### src/rtl/bar_cmd_window.sv
`timescale 1ns/1ps
module bar_cmd_window #(
  parameter int AW        = 8,
  parameter int DW        = 8,
  parameter int OFS_FLAGS = 0,
  parameter int OFS_BOTH  = 4,
  parameter int OFS_CMD   = 8,
  parameter int CMD_DISK  = 1,
  parameter int CMD_NIC   = 2
) (
  input  logic          clk,
  input  logic          rst_n,
  input  logic          bar_wr,
  input  logic          bar_rd,
  input  logic [AW-1:0] bar_addr,
  input  logic [1:0]    bar_size,
  input  logic [DW-1:0] bar_wdata,
  output logic [DW-1:0] bar_rdata,
  input  logic          fix_wr,
  input  logic [DW-1:0] fix_wdata,
  output logic          rom_lock,
  output logic          unplug_disk,
  output logic          unplug_disk_aux,
  output logic          unplug_nic,
  output logic          log_valid,
  output logic [DW-1:0] log_byte
);
  localparam logic [AW-1:0] A_FLAGS = AW'(OFS_FLAGS);
  localparam logic [AW-1:0] A_BOTH  = AW'(OFS_BOTH);
  localparam logic [AW-1:0] A_CMD   = AW'(OFS_CMD);
  localparam logic [DW-1:0] V_DISK  = DW'(CMD_DISK);
  localparam logic [DW-1:0] V_NIC   = DW'(CMD_NIC);

  logic byte_acc, wr_ok, hit_flags, hit_both, hit_cmd;
  logic both_go, cmd_disk, cmd_nic, cmd_log;

  assign byte_acc  = (bar_size == 2'd0);
  assign wr_ok     = bar_wr && byte_acc;
  assign hit_flags = (bar_addr == A_FLAGS);
  assign hit_both  = (bar_addr == A_BOTH);
  assign hit_cmd   = (bar_addr == A_CMD);

  assign both_go   = wr_ok && hit_both && (bar_wdata == V_DISK);
  assign cmd_disk  = wr_ok && hit_cmd && (bar_wdata == V_DISK);
  assign cmd_nic   = wr_ok && hit_cmd && (bar_wdata == V_NIC);
  assign cmd_log   = wr_ok && hit_cmd && !cmd_disk && !cmd_nic;

  assign bar_rdata = (bar_rd && byte_acc && hit_flags) ? {{(DW-1){1'b0}}, rom_lock} : '1;
  assign unplug_disk_aux = 1'b0;

  always_ff @(posedge clk) begin
    if (!rst_n) begin
      rom_lock    <= 1'b0;
      unplug_disk <= 1'b0;
      unplug_nic  <= 1'b0;
      log_valid   <= 1'b0;
      log_byte    <= '0;
    end else begin
      if (fix_wr)
        rom_lock <= fix_wdata[0];
      else if (wr_ok && hit_flags)
        rom_lock <= bar_wdata[0];
      unplug_disk <= both_go || cmd_disk;
      unplug_nic  <= both_go || cmd_nic;
      log_valid   <= cmd_log;
      if (cmd_log)
        log_byte <= bar_wdata;
    end
  end
endmodule

### config.mk
export PLATFORM = sky130hd
export DESIGN_NAME = bar_cmd_window
export DESIGN_NICKNAME = d
export VERILOG_FILES = /design/src/rtl/bar_cmd_window.sv
export SDC_FILE = /design/constraint.sdc
export NUM_CORES = 1
export LEC_CHECK = 0
export BUFFER_PORTS_ARGS = -buffer_cell sky130_fd_sc_hd__buf_2
export CAP_MARGIN = 20
export CELL_PAD_IN_SITES_DETAIL_PLACEMENT = 0
export CELL_PAD_IN_SITES_GLOBAL_PLACEMENT = 1
export CORE_ASPECT_RATIO = 1.25
export CORE_UTILIZATION = 27
export CTS_CLUSTER_SIZE = 14
export DETAILED_ROUTE_END_ITERATION = 16
export MAX_ROUTING_LAYER = met4
export PLACE_DENSITY = 0.82
export SLEW_MARGIN = 20
export SYNTH_ARGS = -nofsm -noshare
export SYNTH_HDL_FRONTEND = slang
export SYNTH_SLANG_ARGS = --single-unit
export TNS_END_PERCENT = 100
### constraint.sdc
create_clock -name clk -period 2.37 [get_ports clk]
set_input_delay 0.1185 -clock clk [delete_from_list [all_inputs] [get_ports clk]]
set_output_delay 0.1185 -clock clk [all_outputs]
set_load 0.02 [all_outputs]
==> flow_summary.ini, run 1 <==
[critical_path]
cp-start-kind = input port
critical_path_class = in2out
worstPathArrival_ns = 1.40
end_kind = output pin
path_max_fanout = 8
cp_data_required_time_ns = 2.25

[sta]
hold_ws_ns = 0.0791
rsz0062_at_grt = false
setup_tns_ns = 0
maxSlewViolCount = 0
worst_slack_ns = 0.855
finalHoldViolCount = 0
period_minus_slack_ns = 1.52
fmax_mhz = 660
period_share_pct = 63.9
finClkSkew_ns = 0
setup_viol = 0

[clock_network]
clk_latency_ns = 0.27
post_cts_buffers = 0
htreeDepth = 1
cts-root-buf = clkbuf_4
cts_tree = done
ctsHoldBuffers = 0
cts_resized = 0
cts_num_sinks = 12
cts-buffers-inserted = 3
clockBufferDepth = 2
clk_pin_slew_ns = 0.08

[yosys]
ys_warn_count = 0
ys_ff_latch = 12
synth_area_leaders = dfxtp_1 (37%), buf_4 (9.2%), a21oi_1 (6.9%), o21ai_0 (6.9%), nand3_1 (5.4%)
yosys.area.top_type_share_pct = 36.9
yosys.area.top_type = dfxtp_1
synth.distinct_cells = 25
synth_nets = 106
syn_inst = 75
syn_area_um2 = 652
syn_avg_cell_area_um2 = 8.69
yosysSeqAreaShare_pct = 36.9

[routing]
drc = 0
vias = 666
drt_wl_total_um = 1560
drt-initial-drc-count = 5
final_antenna_net_count = 0
wl_per_cell_um = 10.8
firstDrtPassIters = 4
drt-vias-per-instance = 4.63

[final_layout]
layout_common_cells = buf_2 (43), dfxtp_1 (12), o21ai_0 (9), a21oi_1 (9), nand3_1 (7)
final_common_cell = buf_2
nFillCells = 269
seqCellArea_um2 = 240
final_util_pct = 39.0
multiInputGateArea_um2 = 333
area_delta_synth_final_pct = 33.6
insertedDiodeCount = 0
fin_nets = 145
fin_cells = 144
drive_gt1_share_pct = 46.9

[placement]
gp_congestion = 0.751
portBuffers = 43
post-place-ws_ns = 0.829
dpl.cell_count = 140
hpwlAfterDp_um = 1260

[pwr]
vdd_drop_max_uv = 267
p_int_mw = 0.319
power.density_nw_per_um2 = 479
seq_power_share_pct = 48.7
p_switching_mw = 0.0983
pwr-share-comb_pct = 11.9
clkPwrFrac_pct = 39.4
power.leakage_nw = 0.389
switching_share_pct = 23.6

[floorplan]
die-area_um2 = 2620
core-area_um2 = 2230
die_w_um = 46.0
start_util_pct = 29.2
ios = 52
placementRows = 19
die_h_um = 56.9

[global_routing]
grt_overflow = 0
antenna_found_initial = 0
grt_pass1_vias = 593
grt_usage_pct = 12.6
grt_max_degree = 10
grt_first_pass_wirelength_um = 2310

[run]
drv_cap = 0

[min_path]
hold_path.class = in2reg

[status]
outcome = complete, no violations
## area by class of cell
class / count / area share, %
clock buffers: 4 / 4.17
inverters: 2 / 0.862
multi-input cells: 52 / 38.2
flip-flops and latches: 12 / 27.6
well taps: 31 / 4.45
repair buffers: 43 / 24.7
## cells in the mapped netlist
master    instances
and3b_2           1
nor4_4            1
nor4bb_1          2
nand4_2           1
nor4b_2           1
or2_1             1
xor2_1            1
clkinv_1          1
and2_1            2
nor3_1            1
conb_1            1
nand2_1           4
xnor2_1           1
nor2_1            4
and3_1            2
o21ai_0           9
a21oi_1           9
buf_4             8
nand3_1           7
mux2i_1           1
buf_6             1
nor4_2            2
inv_1             1
dfxtp_1          12
nand4_1           1
## metal layers
metal / routed length (um) / vias up / GRT usage (%)
li1: - / 335 / -
met1: 604 / 300 / 12.4
met2: 801 / 27 / 21.5
met3: 109 / 4 / 1.90
met4: 45 / 0 / 8.82
met5: 0 / - / -
## state kept, by name, summed over array words and instances, names as in the netlist
name,cells
log_byte,8
log_valid,1
rom_lock,1
unplug_disk,1
unplug_nic,1
## power groups by stage
stage	combinational (mW)	sequential, mW	clock [mW]
3_3_place_gp	0.0492	0.208	0
5_1_grt	0.0545	0.203	0.172
6_report	0.0495	0.203	0.164
3_5_place_dp	0.0497	0.208	0
2_1_floorplan	0.0183	0.210	0
4_1_cts	0.0500	0.203	0.170
## worst max-delay path, stage by stage
cell and delay (ns):
buf_2 0.10, nor4_2 0.37, and2_1 0.22, nand3_1 0.18, or2_1 0.25, buf_2 0.15
## logic make-up after synthesis
logic type | Yosys count | share of synthesized area (%)
compound gates | 18 | 13.8
xor+xnor | 2 | 2.69
buf+inv | 11 | 12.1
flops | 12 | 36.9
mux | 1 | 1.54
other cells | 1 | 0.575
simple gates | 30 | 32.4
## worst paths after layout
kind                             from                        to  slack (ns)  cells past startpoint
max                       bar_size[1]              bar_rdata[0]        0.85                      6
min                            fix_wr     rom_lock$_SDFFE_PN0P_        0.08                      3
max reg2reg  log_byte[2]$_SDFFE_PN0P_  log_byte[2]$_SDFFE_PN0P_        1.72                      2
min reg2reg  log_byte[5]$_SDFFE_PN0P_  log_byte[5]$_SDFFE_PN0P_        0.48                      2
## per-stage QoR
step | cell area, um2 | power, mW
after floorplan | 652 | 0.228
after global placement | 835 | 0.257
after detailed placement | 835 | 0.258
after CTS | 871 | 0.423
after global routing | 871 | 0.430
final | 871 | 0.417
Note: power is estimated with default switching activity, not from simulation.
==> inputs of run 2 (changes only) <==
--- a/config.mk
+++ b/config.mk
@@ -10,11 +10,11 @@
 export CELL_PAD_IN_SITES_DETAIL_PLACEMENT = 0
 export CELL_PAD_IN_SITES_GLOBAL_PLACEMENT = 1
 export CORE_ASPECT_RATIO = 1.25
-export CORE_UTILIZATION = 27
+export CORE_UTILIZATION = 23
 export CTS_CLUSTER_SIZE = 14
 export DETAILED_ROUTE_END_ITERATION = 16
 export MAX_ROUTING_LAYER = met4
-export PLACE_DENSITY = 0.82
+export PLACE_DENSITY = 0.74
 export SLEW_MARGIN = 20
 export SYNTH_ARGS = -nofsm -noshare
 export SYNTH_HDL_FRONTEND = slang
==> constraint.sdc (replaced) <==
create_clock -name clk -period 1.3 [get_ports clk]
set_input_delay 0.065 -clock clk [delete_from_list [all_inputs] [get_ports clk]]
set_output_delay 0.065 -clock clk [all_outputs]
set_load 0.02 [all_outputs]
==> flow_summary.ini, run 2 (synthesis results as in run 1) <==
[status]
outcome = complete, no violations

[placement]
dpl.cell_count = 148
gp_congestion = 0.717
portBuffers = 43
dpl_cell_area_um2 = 881
hpwlAfterDp_um = 1310

[final_layout]
final_common_cell = buf_2
insertedDiodeCount = 0
nFillCells = 305
area_delta_synth_final_pct = 44.9
fin_nets = 151
design_area_um2 = 945
largest_reg_flops = 8
top_register = log_byte
fin_cells = 153
drive_gt1_share_pct = 51.3
layout_common_cells = buf_2 (43), dfxtp_1 (12), o21ai_0 (9), a21oi_1 (9)

[sta]
maxSlewViolCount = 0
fmax_mhz = 811
period_minus_slack_ns = 1.23
setup_viol = 0
finClkSkew_ns = 0
finalHoldViolCount = 0
period_share_pct = 94.9

[routing]
drt_wl_total_um = 1700
firstDrtPassIters = 4
drc = 0
drt-vias-per-instance = 4.59
final_antenna_net_count = 0
vias = 703
wl_per_cell_um = 11.1
drt-initial-drc-count = 7

[critical_path]
timing.rr.end = rom_lock$_SDFFE_PN0P_
cp_slowest_cell = nor4_4
r2r_slack_ns = 0.65
path_delay_family = simple AND/OR/NAND/NOR gates
critPathLaunch = bar_addr[6]
cp_data_required_time_ns = 1.24
worstPathArrival_ns = 1.17
critical_path_depth = 6
rr_worst_depth = 2
critical_path_class = in2out
crit_chain = buf_2, nor4_4, and2_4, nand3_2, or2_1, buf_2
endpoint = bar_rdata[0]
end_kind = output pin
cp-start-kind = input port
cp_common_cell = buf_2
slowest_delay_ns = 0.35
path_max_fanout = 4
crit_buf_inv = 2
timing.rr.start = rom_lock$_SDFFE_PN0P_

[pwr]
clkPwrFrac_pct = 38.5
p_int_mw = 0.587
power.leakage_nw = 0.424
design_power_total_mw = 0.771
vdd_drop_max_uv = 594
power.density_nw_per_um2 = 816
p_switching_mw = 0.184
seq_power_share_pct = 48.1
pwr-share-comb_pct = 13.4
switching_share_pct = 23.9

[floorplan]
core-area_um2 = 2680
die-area_um2 = 3050
placementRows = 21
die_w_um = 49.6
start_util_pct = 24.3
ios = 52
die_h_um = 61.5

[min_path]
hold_path.class = in2reg

[clock_network]
htreeDepth = 1
cts-root-buf = clkbuf_4
cts-buffers-inserted = 3
ctsHoldBuffers = 0
cts_tree = done
clockBufferDepth = 2
cts_num_sinks = 12
clk_latency_ns = 0.27
clk_pin_slew_ns = 0.08

[run]
drv_cap = 0

[global_routing]
antenna_found_initial = 0
grt_pass1_vias = 672
grt_usage_pct = 12.8
grt_max_degree = 10
grt_first_pass_wirelength_um = 2830
grt_overflow = 0
## run 2: cell count changes in the layout (fill, tap and decap cells not counted)
cell	before	now
and2_4	0	1
nor4_4	1	3
nor4_2	2	0
buf_4	0	6
nand3_2	0	1
and2_1	2	1
nand3_1	7	6
## run 2: power groups by stage
| stage | combinational, mW | clock [mW] | sequential [mW] |
|---|---|---|---|
| floorplan | 0.0338 | 0 | 0.382 |
| global placement | 0.0936 | 0 | 0.379 |
| detailed placement | 0.0953 | 0 | 0.379 |
| CTS | 0.102 | 0.309 | 0.371 |
| global route | 0.114 | 0.333 | 0.371 |
| finish | 0.103 | 0.297 | 0.371 |
## run 2: worst min-delay path by stage
stage                       from                      to  slack, ns  cells past startpoint
floorplan           bar_wdata[1]  unplug_disk$_SDFF_PN0_       0.14                      1
detailed placement  bar_wdata[1]  unplug_disk$_SDFF_PN0_       0.32                      2
finish              bar_wdata[1]  unplug_disk$_SDFF_PN0_       0.02                      2
CTS                 bar_wdata[1]  unplug_disk$_SDFF_PN0_       0.02                      2
global route        bar_wdata[1]  unplug_disk$_SDFF_PN0_       0.03                      2
global placement    bar_wdata[1]  unplug_disk$_SDFF_PN0_       0.31                      2
## run 2: through the flow
| stage | hold slack (ns) | TNS (ns) | setup slack (ns) | util [%] |
|---|---|---|---|---|
| 2_1_floorplan | 0.136 | 0 | 0.0704 | - |
| 3_3_place_gp | 0.310 | 0 | 0.0194 | 32.9 |
| 3_5_place_dp | 0.315 | -0.0113 | -0.0107 | 32.9 |
| 4_1_cts | 0.0225 | 0 | 0.0567 | 34.9 |
| 5_1_grt | 0.0256 | -0.00187 | -0.00187 | 35.2 |
| 6_report | 0.0238 | 0 | 0.0664 | 35.2 |
## run 2: area by class of cell
class                   instances  area, um2  area share [%]
multi-input cells              52        358            37.9
repair buffers                 49        260            27.5
flip-flops and latches         12        240            25.4
well taps                      34       42.5            4.50
clock buffers                   4       36.3            3.84
inverters                       2       7.51           0.795
## run 2: per-layer routing
layer | wire length, um | share of wire [%] | GRT usage (%)
met1 | 679 | 40 | 11.8
met3 | 175 | 10 | 6.67
met4 | 8 | 0.47 | 2.45
met2 | 836 | 49 | 23.7
met5 | 0 | 0 | -
## run 2: timing repair
item / 4_1_cts / 5_1_grt
pin swaps: 0 / 1
buffers inserted: 0 / 1
resized for setup: 2 / 1
endpoints found under the setup margin: 1 / 1
==> inputs of run 3 (changes only) <==
--- a/config.mk
+++ b/config.mk
@@ -5,6 +5,7 @@
 export SDC_FILE = /design/constraint.sdc
 export NUM_CORES = 1
 export LEC_CHECK = 0
+export ABC_AREA = 1
 export BUFFER_PORTS_ARGS = -buffer_cell sky130_fd_sc_hd__buf_2
 export CAP_MARGIN = 20
 export CELL_PAD_IN_SITES_DETAIL_PLACEMENT = 0
@@ -13,8 +14,9 @@
 export CORE_UTILIZATION = 23
 export CTS_CLUSTER_SIZE = 14
 export DETAILED_ROUTE_END_ITERATION = 16
+export GPL_TIMING_DRIVEN = 0
 export MAX_ROUTING_LAYER = met4
-export PLACE_DENSITY = 0.74
+export PLACE_DENSITY = 0.73
 export SLEW_MARGIN = 20
 export SYNTH_ARGS = -nofsm -noshare
 export SYNTH_HDL_FRONTEND = slang
==> flow_summary.ini, run 3 <==
[routing]
drt-initial-drc-count = 5
drt_wl_total_um = 1620
drt-vias-per-instance = 4.06
wl_per_cell_um = 8.54
topRoutingLayerUsed = met4
vias = 772
firstDrtPassIters = 3
drc = 0
final_antenna_net_count = 0
met3WireLength_um = 87
wl_met2_um = 859
wl_met1_um = 664

[final_layout]
fin_nets = 186
nFillCells = 346
area_delta_synth_final_pct = 39.1
final_common_cell = buf_2
final_util_pct = 34.5
seqCellArea_um2 = 240
multiInputGateArea_um2 = 388
drive_gt1_share_pct = 43.5
layout_common_cells = buf_2 (42), nand2_1 (21), nor2_1 (21), inv_1 (13), dfxtp_1 (12)
insertedDiodeCount = 0
top_register = log_byte
fin_cells = 190
largest_reg_flops = 8

[yosys]
synthXorXnorAreaFrac_pct = 0
syn_avg_cell_area_um2 = 6.96
syn_area_um2 = 752
synth-compound-area-share_pct = 3.49
synth.area.mux_share_pct = 0
post-synth-top-count-cell = nand2_1
synth_common_cells = nand2_1 (22), nor2_1 (21), inv_1 (13), dfxtp_1 (12), nand3_1 (9)
yosys.area.top_type = dfxtp_1
ys_warn_count = 0
yosys.area.top_type_share_pct = 31.9
synthAdderAreaFrac_pct = 0
synth_top_family_by_area = simple AND/OR/NAND/NOR gates
synth.distinct_cells = 23
synthSimpleGateAreaFrac_pct = 47.3
synth_nets = 139
synthArstFlopShare_pct = 0
synth_area_leaders = dfxtp_1 (32%), nand2_1 (11%), nor2_1 (10%), buf_4 (7.0%), inv_1 (6.5%)
syn_inst = 108
ys_ff_latch = 12
yosysSeqAreaShare_pct = 31.9
yosys_most_used_dff = dfxtp_1
synth_edf_count = 0

[clock_network]
clockBufferDepth = 2
clk_pin_slew_ns = 0.08
post_cts_buffers = 0
cts_num_sinks = 12
cts-root-buf = clkbuf_4
cts-buffers-inserted = 3
cts_tree = done
clk_latency_ns = 0.27
htreeDepth = 1

[pwr]
p_int_mw = 0.583
clkPwrFrac_pct = 38.2
pwr-share-comb_pct = 13.6
power.leakage_nw = 0.551
switching_share_pct = 24.2
vdd_drop_max_uv = 330
power.density_nw_per_um2 = 736
p_switching_mw = 0.187
seq_power_share_pct = 48.2

[critical_path]
path_max_fanout = 8
end_kind = output pin
r2r_slack_ns = 0.70
worstPathArrival_ns = 1.13
cp_data_required_time_ns = 1.24
rr_worst_depth = 2
timing.rr.end = rom_lock$_SDFFE_PN0P_
critical_path_class = in2out
timing.rr.start = rom_lock$_SDFFE_PN0P_
cp-start-kind = input port

[floorplan]
core-area_um2 = 3030
start_util_pct = 24.8
placementRows = 22
die-area_um2 = 3500
ios = 52
die_h_um = 65.9
die_w_um = 53.1

[sta]
fmax_mhz = 838
rsz0062_at_grt = false
period_share_pct = 91.8
setup_tns_ns = 0
finClkSkew_ns = 0
maxSlewViolCount = 0
setup_viol = 0
finalHoldViolCount = 0
period_minus_slack_ns = 1.19

[min_path]
min_from = fix_wr
hold_path.class = in2reg
holdPathEnd = rom_lock$_SDFFE_PN0P_
holdPathStages = 3

[global_routing]
grt_pass1_vias = 679
antenna_found_initial = 0
grt_usage_pct = 10.5
grt_first_pass_wirelength_um = 2610
grt_max_degree = 10
grt_overflow = 0

[placement]
hpwlAfterDp_um = 1430
gp_congestion = 0.723
dpl.cell_count = 186
portBuffers = 42

[status]
outcome = complete, no violations

[run]
drv_cap = 0
## run 3: cell types whose count changed in the layout (fill, tap and decap cells not counted), sizes merged, moves of 2 or more
cell | previous run | this run
inv | 1 | 14
o21ai | 9 | 1
and2 | 2 | 0
a21oi | 9 | 3
nor4bb | 2 | 0
nand3 | 7 | 10
nor2 | 4 | 25
nor4 | 3 | 0
nand2 | 4 | 25
and3 | 2 | 0
## run 3: worst max-delay path by stage
stage | from | end | slack (ns) | depth (start not counted)
6_report | bar_addr[0] | bar_rdata[0] | 0.11 | 7
5_1_grt | bar_addr[1] | bar_rdata[0] | 0.0006 | 7
4_1_cts | bar_addr[1] | bar_rdata[0] | 0.03 | 7
3_5_place_dp | bar_addr[1] | bar_rdata[0] | 0.03 | 7
3_3_place_gp | bar_addr[0] | bar_rdata[0] | 0.05 | 7
2_1_floorplan | bar_addr[0] | bar_rdata[0] | 0.19 | 5
## run 3: final cells by class
cell class | count | share of cell area [%]
inverter | 16 | 6.70
buffer | 8 | 5.38
multi-input combinational | 72 | 37.1
sequential | 12 | 23.0
tap | 36 | 4.31
clock buffer | 4 | 3.47
timing repair buffer | 42 | 20.1
## run 3: power groups by stage
| stage | clock network, mW | registers, mW | logic, mW |
|---|---|---|---|
| after floorplan | 0 | 0.382 | 0.0552 |
| final | 0.294 | 0.371 | 0.105 |
| after global placement | 0 | 0.380 | 0.104 |
| after CTS | 0.306 | 0.371 | 0.106 |
| after detailed placement | 0 | 0.380 | 0.106 |
| after global routing | 0.327 | 0.372 | 0.116 |
## run 3: through the flow
step           worst slack, ns  hold slack, ns  total power [mW]  area, um2
2_1_floorplan            0.194           0.212             0.438        752
3_3_place_gp            0.0541           0.344             0.484       1010
3_5_place_dp            0.0284           0.352             0.486       1010
4_1_cts                 0.0290          0.0553             0.783       1040
5_1_grt               0.000582          0.0536             0.815       1050
6_report                 0.106          0.0615             0.770       1050
## run 3: cells by family after synthesis
group,Yosys count
and+or+nand+nor,66
buffers and inverters,24
DFF,12
other,1
AOI/OAI and AO/OA,5
## run 3: worst max-delay path, cell delays in order
cell	delay, ns
buf_2	0.09
inv_1	0.04
nand2_1	0.15
nor3_2	0.25
nand2_2	0.16
or2_1	0.23
buf_2	0.16
## run 3: metal layers
layer | vias up | GRT usage [%]
li1 | 416 | -
met1 | 330 | 9.93
met2 | 24 | 19.0
met3 | 2 | 3.45
met4 | 0 | 4.28
met5 | - | -
## run 3: repair_timing
action / 4_1_cts / 5_1_grt
endpoints found under the setup margin: 0 / 1
gates resized for setup: 0 / 1
hold buffers: 0 / 0
